==> src/rtl/udt_pkg.sv <==
package udt_pkg;
  typedef enum logic [1:0] {
    RUN_STOP = 2'd0,
    RUN_UP   = 2'd1,
    RUN_CONT = 2'd2,
    RUN_UPDN = 2'd3
  } run_e;

  typedef enum logic [1:0] {
    OM_IDLE    = 2'd0,
    OM_TGL_SET = 2'd1,
    OM_TGL_RST = 2'd2,
    OM_SET_RST = 2'd3
  } omode_e;

  localparam int unsigned ADDR_CTRL   = 0;
  localparam int unsigned ADDR_PERIOD = 1;
  localparam int unsigned ADDR_OMODE  = 2;
  localparam int unsigned ADDR_CMP0   = 3;
  localparam int unsigned CTL_CLR_BIT  = 2;
  localparam int unsigned CTL_FCLR_BIT = 3;
endpackage

==> src/rtl/udt_rst_sync.sv <==
module udt_rst_sync (
  input  logic clk,
  input  logic rst_n,
  output logic rst_sn
);
  logic [1:0] sync_q;

  always_ff @(posedge clk or negedge rst_n) begin
    if (!rst_n) sync_q <= 2'b00;
    else        sync_q <= {sync_q[0], 1'b1};
  end

  assign rst_sn = sync_q[1];
endmodule

==> src/rtl/udt_regs.sv <==
module udt_regs
  import udt_pkg::*;
#(
  parameter int unsigned CW  = 16,
  parameter int unsigned NCH = 2,
  parameter int unsigned AW  = 3
) (
  input  logic                    clk,
  input  logic                    rst_n,
  input  logic                    wr_en,
  input  logic [AW-1:0]           wr_addr,
  input  logic [CW-1:0]           wr_data,
  output run_e                    run_o,
  output logic [CW-1:0]           period_o,
  output logic [NCH-1:0][1:0]     omode_o,
  output logic [NCH-1:0][CW-1:0]  shadow_o,
  output logic                    clr_o,
  output logic                    fclr_o
);
  logic                   ctrl_sel, per_sel, om_sel;
  run_e                   run_q, run_d;
  logic [CW-1:0]          per_q, per_d;
  logic [NCH-1:0][1:0]    om_q, om_d;
  logic [NCH-1:0][CW-1:0] sh_q, sh_d;

  assign ctrl_sel = wr_en && (wr_addr == AW'(ADDR_CTRL));
  assign per_sel  = wr_en && (wr_addr == AW'(ADDR_PERIOD));
  assign om_sel   = wr_en && (wr_addr == AW'(ADDR_OMODE));

  always_comb begin
    run_d = run_q;
    per_d = per_q;
    om_d  = om_q;
    sh_d  = sh_q;
    if (ctrl_sel) run_d = run_e'(wr_data[1:0]);
    if (per_sel)  per_d = wr_data;
    for (int i = 0; i < int'(NCH); i++) begin
      if (om_sel) om_d[i] = wr_data[2*i +: 2];
      if (wr_en && (wr_addr == AW'(ADDR_CMP0 + i))) sh_d[i] = wr_data;
    end
  end

  always_ff @(posedge clk or negedge rst_n) begin
    if (!rst_n) begin
      run_q <= RUN_STOP;
      per_q <= '0;
      om_q  <= '0;
      sh_q  <= '0;
    end else begin
      run_q <= run_d;
      per_q <= per_d;
      om_q  <= om_d;
      sh_q  <= sh_d;
    end
  end

  assign run_o    = run_q;
  assign period_o = per_q;
  assign omode_o  = om_q;
  assign shadow_o = sh_q;
  assign clr_o    = ctrl_sel && wr_data[CTL_CLR_BIT];
  assign fclr_o   = ctrl_sel && wr_data[CTL_FCLR_BIT];

  // a control write with run code 0 always halts counting
  p_stop_write_r3: assert property (@(posedge clk) disable iff (!rst_n)
    (ctrl_sel && wr_data[1:0] == 2'd0) |=> (run_o == RUN_STOP));
endmodule

==> src/rtl/udt_counter.sv <==
module udt_counter
  import udt_pkg::*;
#(
  parameter int unsigned CW = 16
) (
  input  logic          clk,
  input  logic          rst_n,
  input  run_e          run_i,
  input  logic [CW-1:0] period_i,
  input  logic          clr_i,
  input  logic          fclr_i,
  output logic [CW-1:0] cnt_o,
  output logic          flag_o
);
  localparam logic [CW-1:0] ONE = CW'(1);

  logic [CW-1:0] cnt_q, cnt_d;
  logic          up_q, up_d;
  logic          flag_q, flag_d;
  logic          running, zero_hit;

  assign running = (run_i != RUN_STOP);

  always_comb begin
    cnt_d = cnt_q;
    up_d  = up_q;
    if (clr_i) begin
      cnt_d = '0;
      up_d  = 1'b1;
    end else begin
      unique case (run_i)
        RUN_STOP: begin
          cnt_d = cnt_q;
        end
        RUN_UP: begin
          up_d  = 1'b1;
          cnt_d = (cnt_q >= period_i) ? '0 : cnt_q + ONE;
        end
        RUN_CONT: begin
          up_d  = 1'b1;
          cnt_d = cnt_q + ONE;
        end
        RUN_UPDN: begin
          if (period_i == '0) begin
            cnt_d = '0;
            up_d  = 1'b1;
          end else if (up_q) begin
            if (cnt_q >= period_i) begin
              cnt_d = cnt_q - ONE;
              up_d  = 1'b0;
            end else begin
              cnt_d = cnt_q + ONE;
            end
          end else begin
            if (cnt_q == '0) begin
              cnt_d = ONE;
              up_d  = 1'b1;
            end else begin
              cnt_d = cnt_q - ONE;
            end
          end
        end
        default: cnt_d = cnt_q;
      endcase
    end
  end

  assign zero_hit = running && !clr_i && (cnt_q != '0) && (cnt_d == '0);

  always_comb begin
    flag_d = flag_q;
    if (fclr_i)   flag_d = 1'b0;
    if (zero_hit) flag_d = 1'b1;
  end

  always_ff @(posedge clk or negedge rst_n) begin
    if (!rst_n) begin
      cnt_q  <= '0;
      up_q   <= 1'b1;
      flag_q <= 1'b0;
    end else begin
      cnt_q  <= cnt_d;
      up_q   <= up_d;
      flag_q <= flag_d;
    end
  end

  assign cnt_o  = cnt_q;
  assign flag_o = flag_q;

  // a stopped counter holds its value
  p_stop_hold_r3: assert property (@(posedge clk) disable iff (!rst_n)
    (run_i == RUN_STOP && !clr_i) |=> $stable(cnt_q));
  // up mode wraps to zero after the period value
  p_up_wrap_r3: assert property (@(posedge clk) disable iff (!rst_n)
    (run_i == RUN_UP && !clr_i && cnt_q == period_i) |=> (cnt_q == '0));
  // inside the window an up/down count moves by exactly one
  p_updn_step_r2: assert property (@(posedge clk) disable iff (!rst_n)
    (run_i == RUN_UPDN && !clr_i && cnt_q != '0 && cnt_q < period_i)
    |=> (cnt_q == $past(cnt_q) + ONE || cnt_q == $past(cnt_q) - ONE));
  // a clear request always leaves a zero count
  p_clear_zero_r4: assert property (@(posedge clk) disable iff (!rst_n)
    clr_i |=> (cnt_q == '0));
  // the flag rises only together with a zero count
  p_flag_at_zero_r5: assert property (@(posedge clk) disable iff (!rst_n)
    $rose(flag_q) |-> (cnt_q == '0));
  // the flag falls only after a clear request
  p_flag_drop_r5: assert property (@(posedge clk) disable iff (!rst_n)
    $fell(flag_q) |-> $past(fclr_i));
endmodule

==> src/rtl/udt_channel.sv <==
module udt_channel
  import udt_pkg::*;
#(
  parameter int unsigned CW = 16
) (
  input  logic          clk,
  input  logic          rst_n,
  input  logic          running_i,
  input  logic [CW-1:0] cnt_i,
  input  logic [CW-1:0] period_i,
  input  logic [CW-1:0] shadow_i,
  input  omode_e        omode_i,
  output logic          out_o
);
  logic [CW-1:0] cmp_q, cmp_d;
  logic          out_q, out_d;
  logic          in_range, hit_cmp, hit_per;

  assign in_range = (cmp_q != '0) && (cmp_q < period_i);
  assign hit_cmp  = running_i && in_range && (cnt_i == cmp_q);
  assign hit_per  = running_i && (cnt_i == period_i);

  always_comb begin
    cmp_d = (cnt_i == '0) ? shadow_i : cmp_q;
  end

  always_comb begin
    out_d = out_q;
    unique case (omode_i)
      OM_IDLE:    out_d = 1'b0;
      OM_TGL_SET: if (hit_per) out_d = 1'b1; else if (hit_cmp) out_d = ~out_q;
      OM_TGL_RST: if (hit_per) out_d = 1'b0; else if (hit_cmp) out_d = ~out_q;
      OM_SET_RST: if (hit_per) out_d = 1'b0; else if (hit_cmp) out_d = 1'b1;
      default:    out_d = 1'b0;
    endcase
  end

  always_ff @(posedge clk or negedge rst_n) begin
    if (!rst_n) begin
      cmp_q <= '0;
      out_q <= 1'b0;
    end else begin
      cmp_q <= cmp_d;
      out_q <= out_d;
    end
  end

  assign out_o = out_q;

  // the live compare moves only while the count sits at zero
  p_shadow_sync_r6: assert property (@(posedge clk) disable iff (!rst_n)
    (cnt_i != '0) |=> $stable(cmp_q));
  // idle mode drives the pin low
  p_idle_low_r10: assert property (@(posedge clk) disable iff (!rst_n)
    (omode_i == OM_IDLE) |=> !out_q);
  // an out-of-range compare never moves the pin away from the period point
  p_oor_quiet_r9: assert property (@(posedge clk) disable iff (!rst_n)
    (omode_i != OM_IDLE && (cmp_q == '0 || cmp_q >= period_i) && cnt_i != period_i)
    |=> $stable(out_q));
endmodule

==> src/rtl/udt_timer.sv <==
module udt_timer
  import udt_pkg::*;
#(
  parameter int unsigned CW  = 16,
  parameter int unsigned NCH = 2,
  parameter int unsigned AW  = 3
) (
  input  logic           clk,
  input  logic           rst_n,
  input  logic           wr_en,
  input  logic [AW-1:0]  wr_addr,
  input  logic [CW-1:0]  wr_data,
  output logic [CW-1:0]  count_o,
  output logic           zero_flag_o,
  output logic [NCH-1:0] pwm_o
);
  logic                   rst_sn;
  run_e                   run_mode;
  logic [CW-1:0]          period;
  logic [NCH-1:0][1:0]    omode;
  logic [NCH-1:0][CW-1:0] shadow;
  logic                   clr, fclr;
  logic [CW-1:0]          cnt;
  logic                   running;

  udt_rst_sync u_rst (
    .clk    (clk),
    .rst_n  (rst_n),
    .rst_sn (rst_sn)
  );

  udt_regs #(.CW(CW), .NCH(NCH), .AW(AW)) u_regs (
    .clk      (clk),
    .rst_n    (rst_sn),
    .wr_en    (wr_en),
    .wr_addr  (wr_addr),
    .wr_data  (wr_data),
    .run_o    (run_mode),
    .period_o (period),
    .omode_o  (omode),
    .shadow_o (shadow),
    .clr_o    (clr),
    .fclr_o   (fclr)
  );

  udt_counter #(.CW(CW)) u_cnt (
    .clk      (clk),
    .rst_n    (rst_sn),
    .run_i    (run_mode),
    .period_i (period),
    .clr_i    (clr),
    .fclr_i   (fclr),
    .cnt_o    (cnt),
    .flag_o   (zero_flag_o)
  );

  assign running = (run_mode != RUN_STOP);

  for (genvar g = 0; g < int'(NCH); g++) begin : g_ch
    udt_channel #(.CW(CW)) u_ch (
      .clk       (clk),
      .rst_n     (rst_sn),
      .running_i (running),
      .cnt_i     (cnt),
      .period_i  (period),
      .shadow_i  (shadow[g]),
      .omode_i   (omode_e'(omode[g])),
      .out_o     (pwm_o[g])
    );
  end

  assign count_o = cnt;

  // while reset is held every output pin is low
  always_comb begin
    if (!rst_sn) p_reset_quiet_r1: assert (pwm_o == '0 && !zero_flag_o);
  end
endmodule

==> config.mk <==
export PLATFORM = sky130hd
export DESIGN_NAME = udt_timer
export DESIGN_NICKNAME = d
export VERILOG_FILES = /design/src/rtl/udt_pkg.sv /design/src/rtl/udt_rst_sync.sv /design/src/rtl/udt_regs.sv /design/src/rtl/udt_counter.sv /design/src/rtl/udt_channel.sv /design/src/rtl/udt_timer.sv
export SDC_FILE = /design/constraint.sdc
export NUM_CORES = 1
export LEC_CHECK = 0
export ABC_AREA = 1
export BUFFER_PORTS_ARGS = -buffer_cell sky130_fd_sc_hd__buf_2
export CAP_MARGIN = 0
export CORE_UTILIZATION = 30
export CTS_CLUSTER_SIZE = 25
export DETAILED_ROUTE_END_ITERATION = 8
export GPL_TIMING_DRIVEN = 0
export RECOVER_POWER = 50
export SYNTH_ARGS = -nofsm -noshare
export SYNTH_HDL_FRONTEND = slang
export SYNTH_SLANG_ARGS = --single-unit
==> constraint.sdc <==
create_clock -name clk -period 3.42 [get_ports clk]
set_input_delay 0.684 -clock clk [delete_from_list [all_inputs] [get_ports clk]]
set_output_delay 0.684 -clock clk [all_outputs]
set_load 0.02 [all_outputs]
==> results of run 1 <==
worst paths after layout:
check,from,endpoint,slack [ns]
min reg2reg,u_rst.sync_q[0]$_DFF_PN0_,u_rst.sync_q[1]$_DFF_PN0_,0.36
max reg2reg,u_cnt.cnt_o[0]$_DFF_PN0_,u_cnt.flag_o$_DFFE_PN0P_,0.50
min in group clk,u_rst.sync_q[0]$_DFF_PN0_,u_rst.sync_q[1]$_DFF_PN0_,0.36
max,u_cnt.cnt_o[0]$_DFF_PN0_,u_cnt.flag_o$_DFFE_PN0P_,0.50
max in group asynchronous,u_rst.sync_q[1]$_DFF_PN0_,u_cnt.cnt_o[6]$_DFF_PN0_,1.22
min,rst_n,u_rst.sync_q[0]$_DFF_PN0_,0.09
Yosys cell counts, types with 10 or more instances:
cell type / n
nand4_1: 17
dfrtp_1: 107
nand2_1: 208
o21ai_0: 73
nand2_2: 13
nor2_2: 10
xor2_1: 25
nor3_1: 12
ha_1: 48
a21oi_1: 27
nand3_1: 53
inv_1: 98
nor2_1: 70
mux2_2: 32
power breakdown:
part	switching, W	internal (W)	leakage (nW)	total (W)
Sequential	0.000438	0.00161	1.37	0.00205
Clock	0.000518	0.000578	0.143	0.00110
Combinational	0.00149	0.00111	2.63	0.00261
area by class of cell:
cell class | count | area, sq um
Multi-Input combinational cell | 647 | 3800
Clock inverter | 6 | 72.6
Fill cell | 2499 | 15400
Tap cell | 319 | 399
Sequential cell | 108 | 2700
Timing Repair Buffer | 41 | 225
Inverter | 105 | 395
Clock buffer | 10 | 229
Buffer | 32 | 218
routing by layer:
metal / vias to the layer above / global-route usage, % / wire length, um
li1: 3045 / - / -
met1: 2960 / 23.9 / 9710
met2: 136 / 27.8 / 9400
met3: 31 / 2.14 / 818
met4: 0 / 6.44 / 495
met5: - / 0 / 0
sequential cells by signal, summed over array words and instances, names as in the netlist:
register         flops
g_ch.u_ch.cmp_q     32
u_regs.shadow_o     32
u_rst.sync_q         2
u_cnt.flag_o         1
u_regs.run_o         2
u_regs.omode_o       4
g_ch.u_ch.out_o      2
u_regs.period_o     16
u_cnt.up_q           1
u_cnt.cnt_o         16
worst max-delay path, cell delays in order, from the launching register on:
cell	delay, ns
dfrtp_1	0.59
inv_2	0.20
ha_1	0.34
nand2_1	0.07
inv_1	0.03
nand2_1	0.06
nor2_1	0.04
nand2_1	0.11
nand2_2	0.08
nor2_4	0.13
nand3_2	0.16
clkbuf_8	0.22
nand3_2	0.08
a21oi_1	0.06
nor2_1	0.11
nand2_1	0.10
nor2_2	0.08
nand2_1	0.07
nor2_1	0.18
nand2_1	0.10
nand2_1	0.06
kinds of logic after synthesis:
logic type | count (synthesis) | synth area share (%)
AOI/OAI and AO/OA | 124 | 9.45
xor gates and xnor gates | 33 | 4.06
adders and majority gates | 48 | 8.43
buffers and inverters | 137 | 8.61
DFF | 108 | 38.0
muxes | 33 | 5.20
other | 1 | 0.0527
and+or+nand+nor | 408 | 26.2
metrics by stage:
stage	power [W]	worst slack [ns]	util, %	instances	instance area (sq um)
after floorplan	0.00391	0.190	-	892	7120
after global placement	0.00459	-1.15	33.0	1251	7720
after detailed placement	0.00466	0.510	33.1	1252	7750
after CTS	0.00576	0.485	34.4	1268	8050
after global routing	0.00617	0.256	34.4	1268	8040
final	0.00575	0.497	34.4	1268	8040
==> reports/metrics.yaml, run 1 <==
status: "complete, but fails checks"
violations: "capacitance limit, slew limit"
tns_ns: 0
grtUsageTotal_pct: 17.4
ys_warn_count: 0
crit_fanout: 10
cts.sinks: 108
grt_pass1_vias: 5779
fin_crit_sh_pct: 85.5
synth-edff-count: 0
synth_seq_cells: 108
post_cts_resized: 0
peakVddDrop_v: 0.000313
final_cell_mix: "nand2_1 (208), dfrtp_1 (107), inv_1 (98), o21ai_0 (73), nor2_1 (71)"
critPathArrivalTime_ns: 3.22
fin_hold_ws_ns: 0.0868
worst-r2r-cell-count: 20
ctsHoldBuffers: 0
async_flop_share_pct: 100
hpwl_um: 16200
fmax_ghz: 0.342
rsz0062_at_grt: "false"
clk_pin_slew_ns: 0.08
die_y_um: 156
wl_um: 20400
critPathCaptureType: "flop"
crit_type: "reg -> reg"
drt_pass1_iterations: 7
p_leak_nw: 4.15
yosysTopAreaCellShare_pct: 37.6
grt_max_degree: 56
syn_to_final_growth_pct: 13.0
mappedNetlistNets: 962
cts_max_path_buffers: 2
rows: 56
avgRoutedWirePerCell_um: 16.1
drc: 0
cp-start-kind: "flop"
syn_area_per_cell_sq_um: 7.98
ant_nets: 0
cts_tree: "built"
clock_skew_ns: 0.00751
slew_headroom_pct: -47.1
port_buffers: 40
syn_area_sq_um: 7120
grt_overflow: 0
cts_buffers: 9
die_w_um: 156
required_ns: 3.72
drv_cap: 1
finalSetupViolCount: 0
powerDensity_nw_per_um2: 715
yosysUniqueCellTypes: 43
insertion_delay_ns: 0.36
antenna_found_initial: 0
layout.nets: 1014
start_util_pct: 30.4
cts_root_buffer: "clkbuf_16"
worst_pin_slew_ns: 2.21
via_count: 6172
dieArea_sq_um: 24400
synth_area_leader_cell: "dfrtp_1"
first_iter_violations: 410
hold_viol: 0
fin_crit_ns: 2.92
slew_violations: 52
diodes: 0
netlist_top_cells_area: "dfrtp_1 (38%), nand2_1 (11%), ha_1 (8.4%)"
h-tree-depth: 3
ios: 41
routed_via_density: 4.87
synthCells: 892
core_sq_um: 23400
synthFlopType: "dfrtp_1"
final_common_cell: "nand2_1"
hold_path_class: "in -> async"
grt_pass1_wl_um: 32100
post-cts-setup-buffer-count: 0
place_congestion: 0.911
yosysSeqAreaShare_pct: 38.0
drive_gt1_share_pct: 15.7
(Power assumes the default switching activity.)
==> inputs of run 2 (changes only) <==
- BUFFER_PORTS_ARGS: -buffer_cell sky130_fd_sc_hd__buf_2 -> default
- DONT_BUFFER_PORTS: default -> 1
==> run 2 against run 1 <==
The run still ends with capacitance limit, slew limit left. Clock power decreased by 5%. Global-route usage increased by 0.13 points. First-iteration DRC count is 8.3% higher. Core utilization fell by 0.92 points. Design area decreased by 2.7%. Sequential power about the same. Critical endpoint unchanged. Combinational power is 3% lower. Final cell count is 3.1% lower. Via count is 2.7% lower.
==> reports/metrics.yaml, run 2 (same netlist as run 1, synthesis figures left out) <==
r2r_end: "u_cnt.flag_o$_DFFE_PN0P_"
finalSetupViolCount: 0  # unchanged
avgRoutedWirePerCell_um: 16.6  # +3.4%
fmax_ghz: 0.325  # -4.9%
cts_root_buffer: "clkbuf_16"
grt_pass1_wl_um: 32300  # +0.69%
status: "complete, but fails checks"
detailedPlace.worstSlack_ns: 0.326  # -0.184 ns
final_common_cell: "nand2_1"
wl_um: 20500  # +0.19%
grt_overflow: 0  # unchanged
cp-start-kind: "flop"
via_count: 6008  # -2.7%
violations: "capacitance limit, slew limit"
grt_pass1_vias: 5728  # -0.88%
hold_viol: 0  # unchanged
first_iter_violations: 444  # +8.3%
rows: 56  # unchanged
cts.sinks: 108  # unchanged
hold_path_class: "reg -> reg"
dieArea_sq_um: 24400  # unchanged
dp_cells: 1212  # -3.2%
post-cts-setup-buffer-count: 0  # unchanged
critPathLaunch: "u_cnt.cnt_o[0]$_DFF_PN0_"
layout.nets: 975  # -3.8%
worst-r2r-cell-count: 20  # unchanged
hpwl_um: 16200  # about the same
start_util_pct: 30.4  # unchanged
peakVddDrop_v: 0.000380  # +21%
h-tree-depth: 3  # unchanged
syn_to_final_growth_pct: 9.95
ios: 41  # unchanged
cts_buffers: 9  # unchanged
port_buffers: 0  # -100%
rsz0062_at_grt: "false"
reg2reg_from: "u_cnt.cnt_o[0]$_DFF_PN0_"
critPathArrivalTime_ns: 3.33  # +0.11 ns
crit_type: "reg -> reg"
die_w_um: 156  # unchanged
critPathCaptureType: "flop"
cts_tree: "built"
ctsHoldBuffers: 1  # +1
crit_fanout: 9  # -1
worst_pin_slew_ns: 2.24  # +0.0388 ns
slew_headroom_pct: -49.7  # -2.6 points
fin_crit_ns: 3.07  # +0.152 ns
post_cts_resized: 0  # unchanged
ant_nets: 0  # unchanged
insertion_delay_ns: 0.36  # about the same
drv_cap: 1  # unchanged
fin_crit_sh_pct: 89.9  # +4.4 points
reg2reg_slack_ns: 0.35  # -0.15 ns
drive_gt1_share_pct: 12.3  # -3.4 points
drc: 0  # unchanged
routed_via_density: 4.89  # +0.43%
clock_skew_ns: 0.0112  # +0.00365 ns
grtUsageTotal_pct: 17.5  # +0.13 points
timing.final.ws_setup_ns: 0.346  # -0.152 ns
crit_end: "u_cnt.flag_o$_DFFE_PN0P_"
p_leak_nw: 3.96  # -4.4%
fin_cells: 1229  # -3.1%
slew_violations: 57  # +9.6%
fill_cells: 2551  # +2.1%
required_ns: 3.67  # -0.05 ns
powerDensity_nw_per_um2: 720  # +0.76%
diodes: 0  # unchanged
clk_pin_slew_ns: 0.08  # about the same
antenna_found_initial: 0  # unchanged
final_cell_mix: "nand2_1 (208), dfrtp_1 (107), inv_1 (98), o21ai_0 (73), nor2_1 (71)"
cts_max_path_buffers: 2  # unchanged
place_congestion: 0.921  # +1.1%
drt_pass1_iterations: 5  # -2
die_y_um: 156  # unchanged
core_sq_um: 23400  # unchanged
grt_max_degree: 57  # +1.8%
[run 2: cell count changes in the layout (fill, tap and decap cells not counted), sizes merged]
cell	previous run	this run
buf	61	22
bufinv	1	0
clkbuf	22	20
clkinv	2	4
clkinvlp	2	1
dlygate4sd3	0	1
inv	106	107
[run 2: layout make-up]
type | instances | area, sq um | share of cell area [%]
clock buffers | 9 | 225 | 2.88
inverters | 105 | 395 | 5.05
clock inverters | 7 | 68.8 | 0.879
repair buffers | 2 | 17.5 | 0.224
flip-flops and latches | 108 | 2700 | 34.5
multi-input cells | 647 | 3800 | 48.6
well taps | 319 | 399 | 5.10
plain buffers | 32 | 218 | 2.78
[run 2: critical path, cell delays in order, from the launching register on]
cell,delay (ns)
dfrtp_1,0.69
inv_2,0.23
ha_1,0.34
nand2_1,0.06
inv_1,0.04
nand2_1,0.05
nor2_1,0.04
nand2_1,0.10
nand2_2,0.07
nor2_4,0.14
nand2_2,0.10
nor2_2,0.34
nand3_1,0.13
nand3_1,0.11
nand2_1,0.06
nand2_1,0.08
nor2_1,0.05
nand2_1,0.16
nor2_2,0.04
nand2_1,0.09
nand2_1,0.05
[run 2: power breakdown]
part           leakage, nW  switching [W]  internal, W
registers             1.37       0.000470      0.00161
logic                 2.45        0.00143      0.00108
clock network        0.143       0.000528     0.000514
total                 3.96        0.00243      0.00321
[run 2: worst min-delay path by stage]
stage                                    startpoint                         to  cells past startpoint
after floorplan           u_rst.sync_q[0]$_DFF_PN0_  u_rst.sync_q[1]$_DFF_PN0_                      0
after global placement    u_rst.sync_q[0]$_DFF_PN0_  u_rst.sync_q[1]$_DFF_PN0_                      0
after detailed placement  u_rst.sync_q[0]$_DFF_PN0_  u_rst.sync_q[1]$_DFF_PN0_                      0
after CTS                 u_rst.sync_q[0]$_DFF_PN0_  u_rst.sync_q[1]$_DFF_PN0_                      0
after global routing      u_rst.sync_q[0]$_DFF_PN0_  u_rst.sync_q[1]$_DFF_PN0_                      0
final                     u_rst.sync_q[0]$_DFF_PN0_  u_rst.sync_q[1]$_DFF_PN0_                      0
[run 2: per-layer routing]
| metal | up-vias | global-route usage (%) | share of wire [%] |
|---|---|---|---|
| met5 | - | 0 | 0 |
| met4 | 0 | 5.18 | 1.9 |
| met3 | 21 | 2.36 | 3.4 |
| met2 | 125 | 28.8 | 47 |
| met1 | 2894 | 23.7 | 48 |
| li1 | 2968 | - | - |
[run 2: metrics by stage]
step	hold WS (ns)	instance area (sq um)	total power, W	setup TNS [ns]	utilization (%)
5_1_grt	0.362	7830	0.00607	0	33.5
2_1_floorplan	0.331	7120	0.00391	0	-
3_5_place_dp	0.341	7550	0.00462	0	32.3
6_report	0.357	7830	0.00564	0	33.5
3_3_place_gp	0.337	7520	0.00454	-120.19	32.1
4_1_cts	0.360	7860	0.00568	0	33.6
